### src/rtl/gpio_port_pkg.sv
package gpio_port_pkg;

   typedef enum logic [1:0] {
      GP_OP_BYTE = 2'd0,
      GP_OP_SET  = 2'd1,
      GP_OP_CLR  = 2'd2,
      GP_OP_RSVD = 2'd3
   } gp_op_e;

endpackage

### src/rtl/gpio_reg_bank.sv
module gpio_reg_bank
   import gpio_port_pkg::*;
#(
   parameter int WIDTH = 8,
   parameter int IDX_W = 3,
   parameter logic [WIDTH-1:0] RST_VAL = '1
) (
   input  logic             clk,
   input  logic             rst_n,
   input  logic             wr_en,
   input  gp_op_e           op,
   input  logic [IDX_W-1:0] bit_idx,
   input  logic [WIDTH-1:0] wdata,
   output logic [WIDTH-1:0] q
);

   logic [WIDTH-1:0] sel_mask;
   logic [WIDTH-1:0] q_nxt;

   for (genvar i = 0; i < WIDTH; i++) begin : g_sel
      assign sel_mask[i] = (bit_idx == IDX_W'(i));
   end

   always_comb begin
      q_nxt = q;
      if (wr_en) begin
         case (op)
            GP_OP_BYTE: q_nxt = wdata;
            GP_OP_SET:  q_nxt = q | sel_mask;
            GP_OP_CLR:  q_nxt = q & ~sel_mask;
            default:    q_nxt = q;
         endcase
      end
   end

   always_ff @(posedge clk) begin
      if (!rst_n) q <= RST_VAL;
      else        q <= q_nxt;
   end

   a_r3_byte_load: assert property (@(posedge clk) disable iff (!rst_n)
      wr_en && op == GP_OP_BYTE |=> q == $past(wdata));

   a_r5_set_bit: assert property (@(posedge clk) disable iff (!rst_n)
      wr_en && op == GP_OP_SET |=> (q & $past(sel_mask)) == $past(sel_mask));

   a_r5_clr_bit: assert property (@(posedge clk) disable iff (!rst_n)
      wr_en && op == GP_OP_CLR |=> (q & $past(sel_mask)) == '0);

   a_r5_others_kept: assert property (@(posedge clk) disable iff (!rst_n)
      wr_en && (op == GP_OP_SET || op == GP_OP_CLR)
      |=> ((q ^ $past(q)) & ~$past(sel_mask)) == '0);

   a_r6_rsvd_ignored: assert property (@(posedge clk) disable iff (!rst_n)
      (!wr_en || op == GP_OP_RSVD) |=> $stable(q));

endmodule

### src/rtl/gpio_read_path.sv
module gpio_read_path #(
   parameter int WIDTH = 8
) (
   input  logic             clk,
   input  logic             rst_n,
   input  logic             rd_data,
   input  logic             rd_dir,
   input  logic [WIDTH-1:0] latch_q,
   input  logic [WIDTH-1:0] dir_q,
   input  logic [WIDTH-1:0] pad_in,
   output logic [WIDTH-1:0] rdata,
   output logic             rvalid
);

   logic [WIDTH-1:0] mixed;

   for (genvar i = 0; i < WIDTH; i++) begin : g_mix
      assign mixed[i] = dir_q[i] ? pad_in[i] : latch_q[i];
   end

   always_ff @(posedge clk) begin
      if (!rst_n) begin
         rdata  <= '0;
         rvalid <= 1'b0;
      end else begin
         rvalid <= rd_data | rd_dir;
         if (rd_data)     rdata <= mixed;
         else if (rd_dir) rdata <= dir_q;
      end
   end

   a_r9_valid_after_read: assert property (@(posedge clk) disable iff (!rst_n)
      (rd_data || rd_dir) |=> rvalid);

   a_r9_no_valid_idle: assert property (@(posedge clk) disable iff (!rst_n)
      !(rd_data || rd_dir) |=> !rvalid && $stable(rdata));

   a_r8_dir_readback: assert property (@(posedge clk) disable iff (!rst_n)
      rd_dir |=> rdata == $past(dir_q));

   a_r7_output_bits_from_latch: assert property (@(posedge clk) disable iff (!rst_n)
      rd_data |=> ((rdata ^ $past(latch_q)) & ~$past(dir_q)) == '0);

endmodule

### src/rtl/gpio_pad_drive.sv
module gpio_pad_drive #(
   parameter int WIDTH = 8,
   parameter logic [WIDTH-1:0] PULLUP_MASK = '0
) (
   input  logic [WIDTH-1:0] latch_q,
   input  logic [WIDTH-1:0] dir_q,
   output logic [WIDTH-1:0] pad_out,
   output logic [WIDTH-1:0] pad_oe,
   output logic [WIDTH-1:0] pad_pullup_en
);

   for (genvar i = 0; i < WIDTH; i++) begin : g_pad
      assign pad_out[i] = latch_q[i];
      assign pad_oe[i]  = ~dir_q[i];
      if (PULLUP_MASK[i]) begin : g_pu
         assign pad_pullup_en[i] = dir_q[i];
      end else begin : g_nopu
         assign pad_pullup_en[i] = 1'b0;
      end
   end

endmodule

### src/rtl/gpio_port.sv
module gpio_port
   import gpio_port_pkg::*;
#(
   parameter int WIDTH  = 8,
   parameter int ADDR_W = 8,
   parameter int BASE_ADDR = 32,
   parameter logic [WIDTH-1:0] PULLUP_MASK = 8'h0F,
   localparam int IDX_W = (WIDTH > 1) ? $clog2(WIDTH) : 1
) (
   input  logic              clk,
   input  logic              rst_n,
   input  logic              bus_en,
   input  logic              bus_we,
   input  logic [ADDR_W-1:0] bus_addr,
   input  logic [1:0]        bus_op,
   input  logic [IDX_W-1:0]  bus_bit,
   input  logic [WIDTH-1:0]  bus_wdata,
   output logic [WIDTH-1:0]  bus_rdata,
   output logic              bus_rvalid,
   input  logic [WIDTH-1:0]  pad_in,
   output logic [WIDTH-1:0]  pad_out,
   output logic [WIDTH-1:0]  pad_oe,
   output logic [WIDTH-1:0]  pad_pullup_en
);

   localparam logic [ADDR_W-1:0] DATA_ADDR = ADDR_W'(BASE_ADDR);
   localparam logic [ADDR_W-1:0] DIR_ADDR  = ADDR_W'(BASE_ADDR + 1);

   if (WIDTH < 1) begin : g_bad_width
      $error("gpio_port: WIDTH must be at least 1");
   end
   if ((BASE_ADDR % 2) != 0) begin : g_bad_base
      $error("gpio_port: BASE_ADDR must be even");
   end
   if (BASE_ADDR + 1 >= (1 << ADDR_W)) begin : g_bad_range
      $error("gpio_port: BASE_ADDR+1 does not fit in ADDR_W bits");
   end

   logic   hit_data, hit_dir;
   logic   wr_data, wr_dir, rd_data, rd_dir;
   gp_op_e op;
   logic [WIDTH-1:0] latch_q, dir_q;

   assign op       = gp_op_e'(bus_op);
   assign hit_data = bus_en && (bus_addr == DATA_ADDR);
   assign hit_dir  = bus_en && (bus_addr == DIR_ADDR);
   assign wr_data  = hit_data &&  bus_we;
   assign wr_dir   = hit_dir  &&  bus_we;
   assign rd_data  = hit_data && !bus_we;
   assign rd_dir   = hit_dir  && !bus_we;

   gpio_reg_bank #(.WIDTH(WIDTH), .IDX_W(IDX_W), .RST_VAL('1)) i_latch (
      .clk(clk), .rst_n(rst_n), .wr_en(wr_data), .op(op),
      .bit_idx(bus_bit), .wdata(bus_wdata), .q(latch_q)
   );

   gpio_reg_bank #(.WIDTH(WIDTH), .IDX_W(IDX_W), .RST_VAL('1)) i_dir (
      .clk(clk), .rst_n(rst_n), .wr_en(wr_dir), .op(op),
      .bit_idx(bus_bit), .wdata(bus_wdata), .q(dir_q)
   );

   gpio_read_path #(.WIDTH(WIDTH)) i_rd (
      .clk(clk), .rst_n(rst_n), .rd_data(rd_data), .rd_dir(rd_dir),
      .latch_q(latch_q), .dir_q(dir_q), .pad_in(pad_in),
      .rdata(bus_rdata), .rvalid(bus_rvalid)
   );

   gpio_pad_drive #(.WIDTH(WIDTH), .PULLUP_MASK(PULLUP_MASK)) i_pad (
      .latch_q(latch_q), .dir_q(dir_q),
      .pad_out(pad_out), .pad_oe(pad_oe), .pad_pullup_en(pad_pullup_en)
   );

   a_r4_oe_after_dir_write: assert property (@(posedge clk) disable iff (!rst_n)
      bus_en && bus_we && bus_addr == DIR_ADDR && bus_op == 2'd0
      |=> pad_oe == ~$past(bus_wdata));

   a_r2_foreign_addr: assert property (@(posedge clk) disable iff (!rst_n)
      bus_en && bus_addr != DATA_ADDR && bus_addr != DIR_ADDR
      |=> $stable(pad_out) && $stable(pad_oe) && !bus_rvalid);

   a_r10_pullup_only_inputs: assert property (@(posedge clk) disable iff (!rst_n)
      (pad_pullup_en & pad_oe) == '0);

   a_r3_latch_holds: assert property (@(posedge clk) disable iff (!rst_n)
      !(bus_en && bus_we && bus_addr == DATA_ADDR) |=> $stable(pad_out));

endmodule

### config.mk
export PLATFORM = sky130hd
export DESIGN_NAME = gpio_port
export DESIGN_NICKNAME = d
export VERILOG_FILES = /design/src/rtl/gpio_port_pkg.sv /design/src/rtl/gpio_reg_bank.sv /design/src/rtl/gpio_read_path.sv /design/src/rtl/gpio_pad_drive.sv /design/src/rtl/gpio_port.sv
export SDC_FILE = /design/constraint.sdc
export NUM_CORES = 1
export LEC_CHECK = 0
export ABC_AREA = 1
export BUFFER_PORTS_ARGS = -buffer_cell sky130_fd_sc_hd__buf_2
export CORE_ASPECT_RATIO = 0.8
export CORE_MARGIN = 5
export CORE_UTILIZATION = 49
export CTS_BUF_LIST = sky130_fd_sc_hd__clkbuf_8
export DETAILED_ROUTE_END_ITERATION = 12
export GPL_TIMING_DRIVEN = 0
export HOLD_SLACK_MARGIN = 0.12
export PLACE_DENSITY_LB_ADDON = 0.1
export SYNTH_ARGS = -nofsm -noshare
export SYNTH_HDL_FRONTEND = slang
export SYNTH_SLANG_ARGS = --single-unit
### constraint.sdc
create_clock -name clk -period 1.56 [get_ports clk]
set_clock_uncertainty 0.1 [all_clocks]
set_input_delay 0 -clock clk [delete_from_list [all_inputs] [get_ports clk]]
set_output_delay 0 -clock clk [all_outputs]
set_load 0.005 [all_outputs]
==> impl_metrics.py <==
metrics = {
    "routing": {
        "totalWireLength_um": 5140,
        "postRouteAntennaNets": 0,
        "post-route-drc-count": 0,
        "first_pass_iters": 4,
        "drt_iter0_drc": 95,
        "routed_via_density": 4.89,
        "detailroute.via_count": 1951,
        "wire_per_inst_um": 12.9,
    },
    "pwr": {
        "p_leak_nw": 1.39,
        "total_power_mw": 1.32,
        "max-vdd-ir-drop_mv": 0.359,
        "power_density_mw_per_mm2": 528,
    },
    "synth": {
        "yosysTopAreaCell": "dfxtp_1",
        "synth_seq_cells": 25,
        "synth.area.top_cells": "dfxtp_1 28%, nand2_1 19%, inv_1 5.8%",
        "synth.cell_area_mm2": 0.00180,
        "seq_area_frac_synth_pct": 27.8,
        "synth_top_area_share_pct": 27.8,
        "yosys_warnings": 0,
        "syn_inst": 261,
        "synth.distinct_cells": 30,
        "avgSynthCellArea_um2": 6.89,
    },
    "cells_and_area": {
        "nNetsFinal": 394,
        "layout_common_cells": "89 x nand2_1, 62 x buf_2, 29 x inv_1",
        "final_common_cell": "nand2_1",
        "diodes": 0,
        "final_cells": 399,
        "seq_area_um2": 500,
        "area_growth_pct": 38.8,
        "fin_util_pct": 71.5,
        "multi_input_area_mm2": 0.00105,
        "num-fill-cells": 299,
        "drive_gt1_share_pct": 30.8,
    },
    "setup_path": {
        "crit_start": "i_dir.q[0]$_SDFFE_PN1P_",
        "crit_path_top_delay_cell": "dlygate4sd3_1",
        "crit_fanout": 5,
        "ff2ff_path_depth": 6,
        "r2r-end": "i_rd.rdata[0]$_SDFFE_PN0P_",
        "critical_path_required_ns": 1.63,
        "cp_data_arrival_time_ns": 1.55,
        "slowest_delay_ns": 0.55,
        "rr_startpoint": "i_dir.q[0]$_SDFFE_PN1P_",
        "rrSetupSlack_ns": 0.09,
        "worstSetupPathType": "flop to flop",
        "path_common_cell": "nand2_1",
        "setup.worst_path.end_class": "flop",
        "cp_cell_sequence": "inv_1 > nor2_1 > nand2_1 > dlygate4sd3_1 > nand2_1 > nor2_2",
        "critPathLaunchType": "flop",
    },
    "floorplan": {
        "core_mm2": 0.00349,
        "die_y_um": 64.2,
        "rows": 19,
        "initial_utilization_pct": 51.5,
        "io_pins": 66,
        "dieWidth_um": 77.8,
        "die_area_mm2": 0.00499,
    },
    "grt": {
        "grt_max_degree": 14,
        "grtUsageMet3_pct": 4.07,
        "antenna_found_initial": 0,
        "grt_util_met1_pct": 29.1,
        "grt_overflow_total": 0,
        "busiest_layer": "met2",
        "grt_util_all_layers_pct": 20.8,
        "grt_pass1_vias": 1814,
        "grt_pass1_wl_um": 8640,
        "grt_use_met2_pct": 34.1,
    },
    "clock_tree": {
        "cts-root-buf": "clkbuf_8",
        "clkLatencyLatePin_ns": 0.27,
        "cts_tree": "done",
        "htreeDepth": 1,
        "clk_pin_slew_ns": 0.09,
        "clock-sinks": 25,
        "numCtsBuffers": 3,
        "post-cts-setup-buffer-count": 0,
        "clock_tree.buffer_depth": 2,
    },
    "hold_path": {
        "whs_path_depth": 6,
        "holdPathEnd": "i_rd.rdata[3]$_SDFFE_PN0P_",
        "hold_start": "bus_addr[0]",
        "hold_class": "input pin to flop",
    },
    "sta": {
        "grt_setup_unrepaired": "no",
        "hold_slack_ns": 0.122,
        "fin_crit_ns": 1.47,
        "clock.fmax_mhz": 679,
        "hold_viol": 0,
        "fin_crit_sh_pct": 94.4,
        "finalSetupViolCount": 0,
        "slew_violations": 0,
    },
    "placed_design": {
        "dp.final_hpwl_um": 3700,
        "io_buffers": 61,
        "dp.cells": 367,
        "routabilityCongestion": 0.843,
    },
    "job": {
        "max_cap_violations": 0,
    },
    "run_status": {
        "status": "complete, no violations",
    },
}
[logic make-up (layout without fill, tap and decap cells)]
kind of cell | after synthesis | after routing | share of synthesized area (%)
adders and majority gates | 3 | 3 | 2.09
DFF | 25 | 25 | 27.8
other | 1 | 4 | 0.208
AOI/OAI and AO/OA | 40 | 40 | 14.9
buffers and inverters | 49 | 142 | 14.4
and+or+nand+nor | 143 | 143 | 40.6
[worst max-delay path, delay by kind of cell (launching register included)]
kind                   cells  cell delay [ns]
and+or+nand+nor            4             0.28
DFF                        1             0.35
buffers and inverters      2             0.65
[stage by stage]
step                cell area [µm²]  setup TNS (ns)  setup slack [ns]
CTS                            2470               0            0.0315
global route                   2500               0            0.0303
global placement               2170               0            0.0128
detailed placement             2170        -0.00881          -0.00881
floorplan                      1810               0             0.350
finish                         2500               0            0.0875
[flip-flops by register name, indices dropped and copies added (netlist names)]
signal       cells
i_rd.rdata       8
i_dir.q          8
i_rd.rvalid      1
i_latch.q        8
[layout make-up]
type | instances | share of cell area, %
Multi-Input combinational cell | 190 | 42.1
Timing Repair Buffer | 90 | 23.9
Sequential cell | 25 | 20.0
Buffer | 15 | 5.01
Inverter | 33 | 5.01
Tap cell | 42 | 2.10
Clock buffer | 3 | 1.65
Clock inverter | 1 | 0.150
[synthesized netlist by cell type (all sizes together)]
| cell type | count |
|---|---|
| nand2 | 96 |
| inv | 32 |
| dfxtp | 25 |
| nand3 | 21 |
| nor2 | 18 |
| a21oi | 16 |
| o211ai | 13 |
| buf | 12 |
| o21ai | 11 |
| nand3b | 4 |
| nand4 | 4 |
| clkbuf | 3 |
| ha | 3 |
| clkinv | 1 |
| conb | 1 |
| dlygate4sd1 | 1 |
[worst max-delay path by stage]
stage               depth (start not counted)                    endpoint  slack (ns)
floorplan                                   9     i_dir.q[2]$_SDFFE_PN1P_        0.35
global placement                           10     i_dir.q[2]$_SDFFE_PN1P_        0.01
detailed placement                         10     i_dir.q[2]$_SDFFE_PN1P_      -0.009
CTS                                         5     i_dir.q[3]$_SDFFE_PN1P_        0.03
global route                                6  i_rd.rdata[5]$_SDFFE_PN0P_        0.03
finish                                      6  i_rd.rdata[0]$_SDFFE_PN0P_        0.09
[report_power, final]
| group | internal, mW | switching (mW) |
|---|---|---|
| Clock | 0.176 | 0.205 |
| Sequential | 0.638 | 0.000506 |
| Combinational | 0.132 | 0.166 |
| Total | 0.946 | 0.372 |
[layer usage]
metal | share of wire [%] | wire length [µm] | up-vias
met3 | 6.4 | 328 | 6
met5 | 0 | 0 | -
met1 | 45 | 2330 | 869
met4 | 0.70 | 36 | 0
met2 | 48 | 2450 | 58
li1 | - | - | 1018
[what timing repair did]
item,CTS,global route
gates resized for setup,0,1
hold buffers,26,4
hold endpoints to repair,25,4
setup endpoints to repair,0,16
Note: power is estimated with default switching activity, not from simulation.
